## src/rtl/fsg_pkg.sv

```systemverilog
package fsg_pkg;

    typedef enum logic [2:0] {
        FSG_INIT    = 3'd0,
        FSG_NORMAL  = 3'd1,
        FSG_STANDBY = 3'd2,
        FSG_FSLEEP  = 3'd3,
        FSG_RSLEEP  = 3'd4
    } fsg_mode_e;

    typedef struct packed {
        logic fs;
    } fsg_top_state_t;

endpackage

```

## src/rtl/fsg_short_timer.sv

```systemverilog
module fsg_short_timer #(
    parameter int unsigned TICKS = 800_000
) (
    input  logic clk,
    input  logic rst_n,
    input  logic arm_i,
    output logic expired_o
);
    localparam int unsigned CW = $clog2(TICKS + 1);
    localparam logic [CW-1:0] LIMIT = CW'(TICKS);

    typedef struct packed {
        logic [CW-1:0] cnt;
    } timer_state_t;

    timer_state_t st_d, st_q;

    // counts consecutive armed cycles, saturating at the limit
    always_comb begin
        st_d = st_q;
        if (!arm_i) begin
            st_d.cnt = '0;
        end else if (st_q.cnt != LIMIT) begin
            st_d.cnt = st_q.cnt + 1'b1;
        end
    end

    always_ff @(posedge clk or negedge rst_n) begin
        if (!rst_n) st_q <= '0;
        else        st_q <= st_d;
    end

    assign expired_o = arm_i && (st_q.cnt == LIMIT);

endmodule

```

## src/rtl/fsg_wdg_latch.sv

```systemverilog
module fsg_wdg_latch (
    input  logic clk,
    input  logic rst_n,
    input  logic fail_i,
    input  logic ok_i,
    output logic term_o
);
    typedef struct packed {
        logic held;
    } latch_state_t;

    latch_state_t st_d, st_q;

    always_comb begin
        st_d = st_q;
        if (fail_i)    st_d.held = 1'b1;   // fail has priority
        else if (ok_i) st_d.held = 1'b0;
    end

    always_ff @(posedge clk or negedge rst_n) begin
        if (!rst_n) st_q <= '0;
        else        st_q <= st_d;
    end

    // a new fail counts in the same cycle it is seen
    assign term_o = fail_i || (st_q.held && !ok_i);

endmodule

```

## src/rtl/fsg_out_sel.sv

```systemverilog
module fsg_out_sel #(
    parameter int unsigned CHANNELS = 1
) (
    input  logic [CHANNELS-1:0] release_i,
    input  logic [CHANNELS-1:0] sw_i,
    input  logic                fs_i,
    output logic [CHANNELS-1:0] drive_o
);
    for (genvar g = 0; g < CHANNELS; g++) begin : g_ch
        assign drive_o[g] = release_i[g] ? sw_i[g] : fs_i;
    end
endmodule

```

## src/rtl/failsafe_gen.sv

```systemverilog
module failsafe_gen
    import fsg_pkg::*;
#(
    parameter int unsigned SHORT_TICKS = 800_000
) (
    input  logic       clk,
    input  logic       rst_n,
    input  logic [2:0] mode_i,
    input  logic       reg_below_fail_i,
    input  logic       reg_below_rst_i,
    input  logic       supply_ok_i,
    input  logic       wdg_fail_i,
    input  logic       wdg_ok_i,
    input  logic       therm2_i,
    input  logic       fsleep_fault_i,
    input  logic       fs_disable_i,
    input  logic       spi_ch3_i,
    output logic       fs_o,
    output logic       ch3_drive_o
);
    fsg_mode_e mode;
    logic in_init, in_run, in_fsleep;
    logic short_arm, short_hit, wdg_term;

    fsg_top_state_t st_d, st_q;

    assign mode      = fsg_mode_e'(mode_i);
    assign in_init   = (mode == FSG_INIT);
    assign in_run    = (mode == FSG_NORMAL) || (mode == FSG_STANDBY);
    assign in_fsleep = (mode == FSG_FSLEEP);
    assign short_arm = in_init && reg_below_fail_i && supply_ok_i;

    fsg_short_timer #(.TICKS(SHORT_TICKS)) u_timer (
        .clk       (clk),
        .rst_n     (rst_n),
        .arm_i     (short_arm),
        .expired_o (short_hit)
    );

    fsg_wdg_latch u_wdg (
        .clk    (clk),
        .rst_n  (rst_n),
        .fail_i (wdg_fail_i),
        .ok_i   (wdg_ok_i),
        .term_o (wdg_term)
    );

    always_comb begin
        st_d = st_q;
        unique case (1'b1)
            in_init:   st_d.fs = short_hit;
            in_run:    st_d.fs = reg_below_rst_i || therm2_i || wdg_term;
            in_fsleep: st_d.fs = fsleep_fault_i;
            default:   st_d.fs = 1'b0;
        endcase
    end

    always_ff @(posedge clk or negedge rst_n) begin
        if (!rst_n) st_q <= '0;
        else        st_q <= st_d;
    end

    assign fs_o = st_q.fs;

    fsg_out_sel #(.CHANNELS(1)) u_sel (
        .release_i (fs_disable_i),
        .sw_i      (spi_ch3_i),
        .fs_i      (st_q.fs),
        .drive_o   (ch3_drive_o)
    );

endmodule

```

## config.mk

```make
export PLATFORM = sky130hd
export DESIGN_NAME = failsafe_gen
export DESIGN_NICKNAME = d
export VERILOG_FILES = /design/src/rtl/fsg_pkg.sv /design/src/rtl/fsg_short_timer.sv /design/src/rtl/fsg_wdg_latch.sv /design/src/rtl/fsg_out_sel.sv /design/src/rtl/failsafe_gen.sv
export SDC_FILE = /design/constraint.sdc
export NUM_CORES = 1
export LEC_CHECK = 0
export ABC_AREA = 1
export CORE_ASPECT_RATIO = 0.6
export CORE_UTILIZATION = 59
export CTS_BUF_LIST = sky130_fd_sc_hd__clkbuf_8 sky130_fd_sc_hd__clkbuf_16
export CTS_CLUSTER_DIAMETER = 50
export DETAILED_ROUTE_END_ITERATION = 10
export MAX_ROUTING_LAYER = met4
export PLACE_DENSITY = 0.83
export SYNTH_ARGS = -nofsm -noshare
export SYNTH_HDL_FRONTEND = slang
export SYNTH_SLANG_ARGS = --single-unit
```

## constraint.sdc

```tcl
create_clock -name clk -period 3.6 [get_ports clk]
set_input_delay 0.72 -clock clk [delete_from_list [all_inputs] [get_ports clk]]
set_output_delay 0.72 -clock clk [all_outputs]
set_load 0.005 [all_outputs]
```

Word level (Yosys, flattened, before mapping)
Cells that the tools add are included.
{"block": "word_totals", "input_bits": 14, "romBits": 0, "latch_bits": 0, "output_inout_bits": 2, "ramBits": 0, "n_memories": 0, "register_bits": 22, "elab_cells": 27}
{"block": "op_classes", "n_eq_ne": 6, "n_mul": 0, "shift": 0, "addsub": 1, "n_reduce_logical": 11, "bitwise_logic": 0, "n_mux": 6, "div_mod_pow": 0, "n_lt_le_gt_ge": 0}
{"op": "20-bit two-way mux", "n": 2}
{"op": "20-bit by 1-bit adder with 20-bit output, second input constant", "n": 1}
{"op": "20-bit == test, second input constant", "n": 1}
{"op": "20-bit != test, second input constant", "n": 1}
{"op": "3-bit by 2-bit == test with 1-bit output, second input constant", "n": 2}
{"op": "1-bit logical AND", "n": 4}
{"op": "1-bit logical OR", "n": 4}
{"op": "3-bit by 1-bit == test with 1-bit output, second input constant", "n": 1}
{"op": "3-bit logical NOT", "n": 1}
{"op": "1-bit two-way mux", "n": 3}
{"op": "1-bit case mux with 3 select lines", "n": 1}
{"op": "2-bit != test, second input constant", "n": 1}
{"op": "2-bit nonzero test", "n": 1}
{"op": "1-bit logical NOT", "n": 1}

Depth between registers and ports, before layout
Gate-level depths: netlist (run 1).
{"block": "depth", "depth_word": 5, "depth_mapped": 9, "ltp_nobuf": 9}

By module
From an unflattened synthesis (run 1), not the netlist that was laid out.
{"block": "unflattened", "hier_cells": 209, "hier_area_um2": 1396.3}
{"module": "fsg_short_timer", "cells_per_inst": 183, "area_each_um2": 1242.4, "n_inst": 1, "seq_area_each_um2": 500.5}
{"module": "failsafe_gen", "cells_per_inst": 16, "area_each_um2": 92.6, "n_inst": 1, "seq_area_each_um2": 25.0}
{"module": "fsg_wdg_latch", "cells_per_inst": 6, "area_each_um2": 46.3, "n_inst": 1, "seq_area_each_um2": 25.0}
{"module": "fsg_out_sel", "cells_per_inst": 4, "area_each_um2": 15.0, "n_inst": 1, "seq_area_each_um2": 0.0}

Worst setup path after synthesis (run 1)
Ideal clock, no wire load.
{"block": "synth_path", "kind": "input to output", "startpoint": "input fs_disable_i", "endpoint": "output ch3_drive_o", "arrival_ns": 1.034, "path_buffers": 0, "t_required_ns": 2.880, "stages": 1, "setup_slack_ns": 1.846, "path_cell_list": "mux2_2"}
{"block": "synth_between", "elab_chain_len": 1}
{"item": "from (decl)", "line": "failsafe_gen.sv:16", "text": "input logic fs_disable_i,"}
{"item": "1-bit two-way mux", "line": "fsg_out_sel.sv:10", "text": "assign drive_o[g] = release_i[g] ? sw_i[g] : fs_i;"}
{"item": "to (decl)", "line": "failsafe_gen.sv:19", "text": "output logic ch3_drive_o"}
No other way between the ends.

Worst setup path in the final report (run 1)
Ends and elaborated chain as after synthesis.

==> results of run 1 <==
==> layout make-up <==
type	instances	area (sq um)
timing repair buffer	15	150
clock buffer	3	41.3
fill	169	551
inverter	25	93.8
clock inverter	1	30.0
tap	30	37.5
sequential	22	551
multi-input combinational	148	726
==> through the flow <==
step,cell area (sq um),std cells,hold slack [ps],worst slack [ps]
floorplan,1380,196,424,1850
global placement,1560,240,453,943
detailed placement,1560,240,476,941
CTS,1630,244,496,935
global route,1630,244,555,923
finish,1630,244,492,942
==> logic make-up after synthesis <==
family / after synthesis / synth area share
buffers and inverters: 26 / 0.0719
multiplexers: 1 / 0.00819
AND/OR/NAND/NOR: 123 / 0.409
XOR/XNOR: 3 / 0.0191
adder cells (fa/ha/maj): 2 / 0.0182
flip-flops: 22 / 0.400
AO/OA/AOI/OAI: 19 / 0.0737
==> registers in the layout, summed over array words and instances, names as in the netlist <==
| name | count |
|---|---|
| u_timer.st_q | 20 |
| u_wdg.st_q | 1 |
| fs_o | 1 |
==> layer usage <==
| layer | GRT usage | share of wire | vias up |
|---|---|---|---|
| met1 | 0.376 | 0.44 | 610 |
| li1 | - | - | 663 |
| met3 | 0.0756 | 0.090 | 8 |
| met5 | - | 0 | - |
| met4 | 0.106 | 0.010 | 0 |
| met2 | 0.489 | 0.46 | 61 |
==> power by group through the flow <==
stage	Sequential [mW]	Combinational (mW)	Clock [mW]
floorplan	0.254	0.00853	0
global placement	0.254	0.0322	0
detailed placement	0.254	0.0340	0
CTS	0.249	0.0341	0.234
global route	0.250	0.0378	0.246
finish	0.249	0.0338	0.232
==> critical path, stage by stage <==
cell	delay, ps
sky130_fd_sc_hd__clkdlybuf4s50_1	460
sky130_fd_sc_hd__mux2_2	320
sky130_fd_sc_hd__clkdlybuf4s50_1	440
==> placed cells by master, fill, tap and decap left out <==
master                             n
sky130_fd_sc_hd__a21boi_0          1
sky130_fd_sc_hd__a21oi_1           9
sky130_fd_sc_hd__a31oi_1           1
sky130_fd_sc_hd__bufinv_16         1
sky130_fd_sc_hd__clkbuf_8          3
sky130_fd_sc_hd__clkdlybuf4s50_1  15
sky130_fd_sc_hd__dfrtp_1          22
sky130_fd_sc_hd__ha_1              2
sky130_fd_sc_hd__inv_1            23
sky130_fd_sc_hd__inv_2             2
sky130_fd_sc_hd__mux2_2            1
sky130_fd_sc_hd__nand2_1          45
sky130_fd_sc_hd__nand2_2           4
sky130_fd_sc_hd__nand2_4           1
sky130_fd_sc_hd__nand3_1          15
sky130_fd_sc_hd__nand3b_1          1
sky130_fd_sc_hd__nand4_1           6
sky130_fd_sc_hd__nor2_1           36
sky130_fd_sc_hd__nor2_2            4
sky130_fd_sc_hd__nor2_4            3
sky130_fd_sc_hd__nor3_1            7
sky130_fd_sc_hd__nor3b_1           1
sky130_fd_sc_hd__o21ai_0           6
sky130_fd_sc_hd__o21ai_1           1
sky130_fd_sc_hd__o21bai_1          1
sky130_fd_sc_hd__xor2_1            3
==> path summary, 6_finish.rpt <==
kind | from | end | slack, ps | cells after the start
min in group asynchronous | rst_n | u_timer.st_q[8] | 1000 | 1
worst max register to register | u_timer.st_q[1] | u_timer.st_q[18] | 2100 | 8
worst min-delay path | u_wdg.st_q | u_wdg.st_q | 490 | 2
max in group asynchronous | rst_n | u_timer.st_q[2] | 1990 | 1
worst max-delay path | fs_disable_i | ch3_drive_o | 940 | 3
worst min register to register | u_wdg.st_q | u_wdg.st_q | 490 | 2
==> impl_metrics.prom, run 1 <==
# TYPE chip_impl_metric gauge
chip_impl_metric{name="die_w",unit="microns"} 64.3
chip_impl_metric{name="netlist_instances",unit=""} 196
chip_impl_metric{name="syn_area_per_cell",unit="sq um"} 7.02
chip_impl_metric{name="route.vias.total",unit=""} 1342
chip_impl_metric{name="routed_wirelength",unit="microns"} 3270
chip_impl_metric{name="std_cell_rows",unit=""} 13
chip_impl_metric{name="max_freq",unit="MHz"} 376
chip_impl_metric{name="cp_max_fo",unit=""} 1
chip_impl_metric{name="layout-drive-gt1-share",unit=""} 0.0888
chip_impl_metric{name="place.gp.congestion",unit=""} 0.984
chip_impl_metric{name="vdd.ir_drop.worst",unit="mV"} 0.258
chip_impl_metric{name="hold_bufs_inserted_after_cts",unit=""} 0
chip_impl_metric{name="floorplan.initialDensity",unit=""} 0.631
chip_impl_metric{name="wire_per_inst",unit="microns"} 13.4
chip_impl_metric{name="maxSlewViolCount",unit=""} 0
chip_impl_metric{name="max_slew_margin_vs_limit",unit=""} 0.329
chip_impl_metric{name="power.sequential.fraction",unit=""} 0.484
chip_impl_metric{name="synth_sequential_area_ratio",unit=""} 0.400
chip_impl_metric{name="clock_insertion_delay_worst_skew",unit="ps"} 270
chip_impl_info{name="post_synth_most_frequent_cells",value="sky130_fd_sc_hd__nand2_1, sky130_fd_sc_hd__nor2_1, sky130_fd_sc_hd__inv_1"} 1
chip_impl_metric{name="drt_pass1_iterations",unit=""} 4
chip_impl_metric{name="critPathArrivalTime",unit="ps"} 1940
chip_impl_metric{name="critPathRequiredTime",unit="ps"} 2880
chip_impl_metric{name="post_cts_resized",unit=""} 0
chip_impl_metric{name="synth_enable_flop_cells",unit=""} 0
chip_impl_metric{name="fin_total_pwr",unit="mW"} 0.515
chip_impl_metric{name="dp_hpwl",unit="microns"} 2450
chip_impl_metric{name="syn_area",unit="sq um"} 1380
chip_impl_info{name="synth_ff_type",value="sky130_fd_sc_hd__dfrtp_1"} 1
chip_impl_metric{name="power_density",unit="nW/um^2"} 316
chip_impl_metric{name="clk_transition_reported_paths",unit="ps"} 90
chip_impl_metric{name="intPower",unit="mW"} 0.416
chip_impl_metric{name="core_region_area",unit="sq um"} 2180
chip_impl_metric{name="grt_pass1_vias",unit=""} 1243
chip_impl_info{name="timing_worst_setup_path_type",value="in2out"} 1
chip_impl_metric{name="timing.final.hold_violations",unit=""} 0
chip_impl_metric{name="p_clk_frac",unit=""} 0.450
chip_impl_metric{name="residual_drc_count",unit=""} 0
chip_impl_metric{name="globalRouteTotalUtil",unit=""} 0.302
chip_impl_metric{name="floorplan.io_pins",unit=""} 16
chip_impl_metric{name="fin_nets",unit=""} 231
chip_impl_metric{name="route.detailed.vias_per_inst",unit=""} 5.50
chip_impl_metric{name="finish.utilization",unit=""} 0.747
chip_impl_metric{name="async_reset_ff_frac",unit=""} 1.00
chip_impl_info{name="rsz_0062_raised_after_global_routing",value="false"} 1
chip_impl_metric{name="final_period_minus_worst_setup_slack",unit="ps"} 2660
chip_impl_metric{name="syn_to_final_growth",unit="%"} 18.5
chip_impl_metric{name="leakage",unit="nW"} 0.685
chip_impl_metric{name="timing.final.setup_violations",unit=""} 0
chip_impl_metric{name="ant_nets",unit=""} 0
chip_impl_metric{name="worst_slew_pin_slew",unit="ps"} 1000
chip_impl_metric{name="count_of_input_and_output_buffers",unit=""} 15
chip_impl_metric{name="postCtsSetupRepairBufs",unit=""} 0
chip_impl_metric{name="synth_cell_types",unit=""} 24
chip_impl_metric{name="htree_levels",unit=""} 1
chip_impl_metric{name="grt_first_pass_wirelength",unit="microns"} 5410
chip_impl_info{name="synth_top_cell_by_area",value="sky130_fd_sc_hd__dfrtp_1"} 1
chip_impl_info{name="worst_setup_path_start_kind",value="input port"} 1
chip_impl_metric{name="pin_count_of_the_biggest_net_entering_global_routing",unit=""} 23
chip_impl_metric{name="cap_viol_max_count",unit=""} 0
chip_impl_info{name="cts_tree",value="built"} 1
chip_impl_metric{name="ys_seq_elements",unit=""} 22
chip_impl_metric{name="design.die.area",unit="sq um"} 2530
chip_impl_metric{name="min_period_over_period",unit=""} 0.738
chip_impl_metric{name="net-switching-power",unit="mW"} 0.0989
chip_impl_metric{name="numClockSinks",unit=""} 22
chip_impl_metric{name="cts-buffers-inserted",unit=""} 3
chip_impl_metric{name="mappedNetlistNets",unit=""} 212
chip_impl_info{name="clk_root_buffer_cell",value="sky130_fd_sc_hd__clkbuf_8"} 1
chip_impl_metric{name="detailedRoute.firstIterationViolations",unit=""} 148
chip_impl_info{name="hold_path.class",value="reg2reg"} 1
chip_impl_info{name="cp-end-kind",value="output pin"} 1
chip_impl_metric{name="power.share.switching",unit=""} 0.192
chip_impl_metric{name="antenna_violations_before_repair",unit=""} 0
chip_impl_metric{name="yosys_top_cell_area_share",unit=""} 0.400
chip_impl_metric{name="share_comb_of_total_power",unit=""} 0.066
chip_impl_info{name="outcome",value="finished clean"} 1
chip_impl_metric{name="worst_clock_skew",unit="ps"} 11.2
chip_impl_metric{name="leftover_overflow_at_the_end_of_global_routing",unit=""} 0
chip_impl_metric{name="cts_max_path_buffers",unit=""} 2
chip_impl_metric{name="num_antenna_cells",unit=""} 0
chip_impl_metric{name="setup_total_negative_slack",unit="ps"} 0
chip_impl_info{name="synthMostInstantiatedCell",value="sky130_fd_sc_hd__nand2_1"} 1
chip_impl_info{name="largest_cells_by_area_after_synthesis",value="sky130_fd_sc_hd__dfrtp_1, sky130_fd_sc_hd__nand2_1, sky130_fd_sc_hd__nor2_1, sky130_fd_sc_hd__inv_1, sky130_fd_sc_hd__nand3_1"} 1
chip_impl_metric{name="ys.warnings.count",unit=""} 0
chip_impl_metric{name="die_y",unit="microns"} 39.4
Note: power is estimated with default switching activity, not from simulation.
==> run 2, diff against run 1 <==
- CORE_UTILIZATION: 59 -> 55
- PLACE_DENSITY: 0.83 -> 0.79
- clock period: 3.6 -> 2.5 ns (I/O delays scaled with it)
==> run 2 against run 1 <==
  * Core utilization fell by 3.7 points
  * Combinational power rose by 46%
  * Register-to-register slack got worse by 1200 ps
  * Worst hold slack got worse by 20 ps
  * Largest cell class unchanged
==> impl_metrics.prom, run 2 (synthesized netlist as in run 1, its figures left out) <==
# TYPE chip_impl_metric gauge
chip_impl_info{name="layout_common_cells",value="sky130_fd_sc_hd__nand2_1, sky130_fd_sc_hd__nor2_1, sky130_fd_sc_hd__inv_1"} 1
chip_impl_metric{name="hold_bufs_inserted_after_cts",unit=""} 0
chip_impl_metric{name="clk_transition_reported_paths",unit="ps"} 70
chip_impl_metric{name="sequential_cell_area",unit="sq um"} 551
chip_impl_metric{name="leakage",unit="nW"} 0.676
chip_impl_metric{name="placed_area",unit="sq um"} 1570
chip_impl_metric{name="core_region_area",unit="sq um"} 2260
chip_impl_info{name="reg_with_most_ffs",value="u_timer.st_q"} 1
chip_impl_metric{name="die_y",unit="microns"} 40.7
chip_impl_metric{name="antenna_violations_before_repair",unit=""} 0
chip_impl_metric{name="floorplan.initialDensity",unit=""} 0.608
chip_impl_metric{name="worst_slew_pin_slew",unit="ps"} 391
chip_impl_info{name="clk_root_buffer_cell",value="sky130_fd_sc_hd__clkbuf_8"} 1
chip_impl_metric{name="cp_max_fo",unit=""} 1
chip_impl_metric{name="critPathArrivalTime",unit="ps"} 1740
chip_impl_metric{name="place.gp.congestion",unit=""} 0.903
chip_impl_metric{name="grt_pass1_vias",unit=""} 1085
chip_impl_metric{name="post_cts_resized",unit=""} 0
chip_impl_info{name="outcome",value="finished clean"} 1
chip_impl_metric{name="final_critical_path_setup_slack",unit="ps"} 263
chip_impl_metric{name="cts-buffers-inserted",unit=""} 3
chip_impl_metric{name="largest_reg_flops",unit=""} 20
chip_impl_metric{name="area_taken_by_multi_input_logic_gates",unit="sq um"} 726
chip_impl_metric{name="vdd.ir_drop.worst",unit="mV"} 0.207
chip_impl_metric{name="leftover_overflow_at_the_end_of_global_routing",unit=""} 0
chip_impl_info{name="timing_worst_setup_path_type",value="in2out"} 1
chip_impl_info{name="rsz_0062_raised_after_global_routing",value="false"} 1
chip_impl_metric{name="drt_pass1_iterations",unit=""} 5
chip_impl_metric{name="dp_hpwl",unit="microns"} 2490
chip_impl_info{name="hold_path.class",value="reg2reg"} 1
chip_impl_metric{name="floorplan.io_pins",unit=""} 16
chip_impl_metric{name="maxSlewViolCount",unit=""} 0
chip_impl_metric{name="dpl_worst_slack",unit="ps"} 256
chip_impl_metric{name="routed_wirelength",unit="microns"} 3190
chip_impl_metric{name="design.die.area",unit="sq um"} 2710
chip_impl_metric{name="cap_viol_max_count",unit=""} 0
chip_impl_info{name="cts_tree",value="built"} 1
chip_impl_metric{name="num_antenna_cells",unit=""} 0
chip_impl_metric{name="fillerInstances",unit=""} 179
chip_impl_metric{name="max_freq",unit="MHz"} 447
chip_impl_metric{name="residual_drc_count",unit=""} 0
chip_impl_metric{name="syn_to_final_growth",unit="%"} 16.8
chip_impl_metric{name="htree_levels",unit=""} 1
chip_impl_info{name="cp-end-kind",value="output pin"} 1
chip_impl_metric{name="globalRouteTotalUtil",unit=""} 0.275
chip_impl_metric{name="worst_clock_skew",unit="ps"} 10.8
chip_impl_metric{name="postCtsSetupRepairBufs",unit=""} 0
chip_impl_metric{name="min_period_over_period",unit=""} 0.895
chip_impl_metric{name="cts_max_path_buffers",unit=""} 2
chip_impl_metric{name="final_period_minus_worst_setup_slack",unit="ps"} 2240
chip_impl_metric{name="wire_per_inst",unit="microns"} 13.1
chip_impl_metric{name="route.detailed.vias_per_inst",unit=""} 5.34
chip_impl_metric{name="critPathRequiredTime",unit="ps"} 2000
chip_impl_metric{name="numClockSinks",unit=""} 22
chip_impl_metric{name="setup_total_negative_slack",unit="ps"} 0
chip_impl_metric{name="layout-drive-gt1-share",unit=""} 0.0888
chip_impl_metric{name="hold_ws",unit="ps"} 473
chip_impl_metric{name="clock_insertion_delay_worst_skew",unit="ps"} 270
chip_impl_metric{name="fin_nets",unit=""} 232
chip_impl_info{name="layout_commonest_cell",value="sky130_fd_sc_hd__nand2_1"} 1
chip_impl_metric{name="detailedRoute.firstIterationViolations",unit=""} 161
chip_impl_metric{name="timing.final.hold_violations",unit=""} 0
chip_impl_metric{name="max_slew_margin_vs_limit",unit=""} 0.739
chip_impl_metric{name="post-route-cell-area",unit="sq um"} 1610
chip_impl_metric{name="die_w",unit="microns"} 66.6
chip_impl_metric{name="count_of_input_and_output_buffers",unit=""} 15
chip_impl_metric{name="std_cell_rows",unit=""} 13
chip_impl_metric{name="timing.final.setup_violations",unit=""} 0
chip_impl_info{name="worst_setup_path_start_kind",value="input port"} 1
chip_impl_metric{name="power_density",unit="nW/um^2"} 392
chip_impl_metric{name="pin_count_of_the_biggest_net_entering_global_routing",unit=""} 23
chip_impl_metric{name="ant_nets",unit=""} 0
chip_impl_metric{name="grt_first_pass_wirelength",unit="microns"} 4970
chip_impl_metric{name="route.vias.total",unit=""} 1303
## run 2: cell types whose count changed in the layout (fill, tap and decap cells not counted)
cell	delta
sky130_fd_sc_hd__buf_4	+1
sky130_fd_sc_hd__bufinv_16	-1
## run 2: area by class of cell
cell class / instances / share of cell area
clock buffers: 3 / 0.0257
inverters: 25 / 0.0584
multi-input cells: 148 / 0.452
flip-flops and latches: 22 / 0.343
well taps: 30 / 0.0234
repair buffers: 16 / 0.0981
## run 2: critical path, cell delays in order
cell                              delay (ps)
sky130_fd_sc_hd__clkdlybuf4s50_1         470
sky130_fd_sc_hd__mux2_2                  330
sky130_fd_sc_hd__clkdlybuf4s50_1         440
## run 2: routing by layer
metal	GRT usage	wire length, microns	vias to the layer above
met2	0.422	1360	49
met4	0.106	59	0
li1	-	-	667
met3	0.0667	284	7
met5	-	0	-
met1	0.359	1480	580
## run 2: power by group
part	total, mW	switching, mW	internal, mW
combinational	0.0495	0.0209	0.0286
sequential	0.359	0.00111	0.358
clock	0.221	0.113	0.108
## run 2: worst paths after layout
check,slack [ps],end,depth (start not counted),startpoint
min in group asynchronous,570,u_timer.st_q[0],2,rst_n
worst max register to register,920,u_timer.st_q[18],8,u_timer.st_q[1]
worst max-delay path,260,ch3_drive_o,3,fs_disable_i
max in group asynchronous,1690,u_timer.st_q[9],2,rst_n
worst min-delay path,470,u_wdg.st_q,2,u_wdg.st_q
worst min register to register,470,u_wdg.st_q,2,u_wdg.st_q
## run 2: through the flow
| step | instances | util | total power, mW |
|---|---|---|---|
| after floorplan | 196 | - | 0.379 |
| after global placement | 241 | 0.692 | 0.414 |
| after detailed placement | 241 | 0.692 | 0.416 |
| after CTS | 244 | 0.711 | 0.635 |
| after global routing | 244 | 0.711 | 0.651 |
| final | 244 | 0.711 | 0.630 |
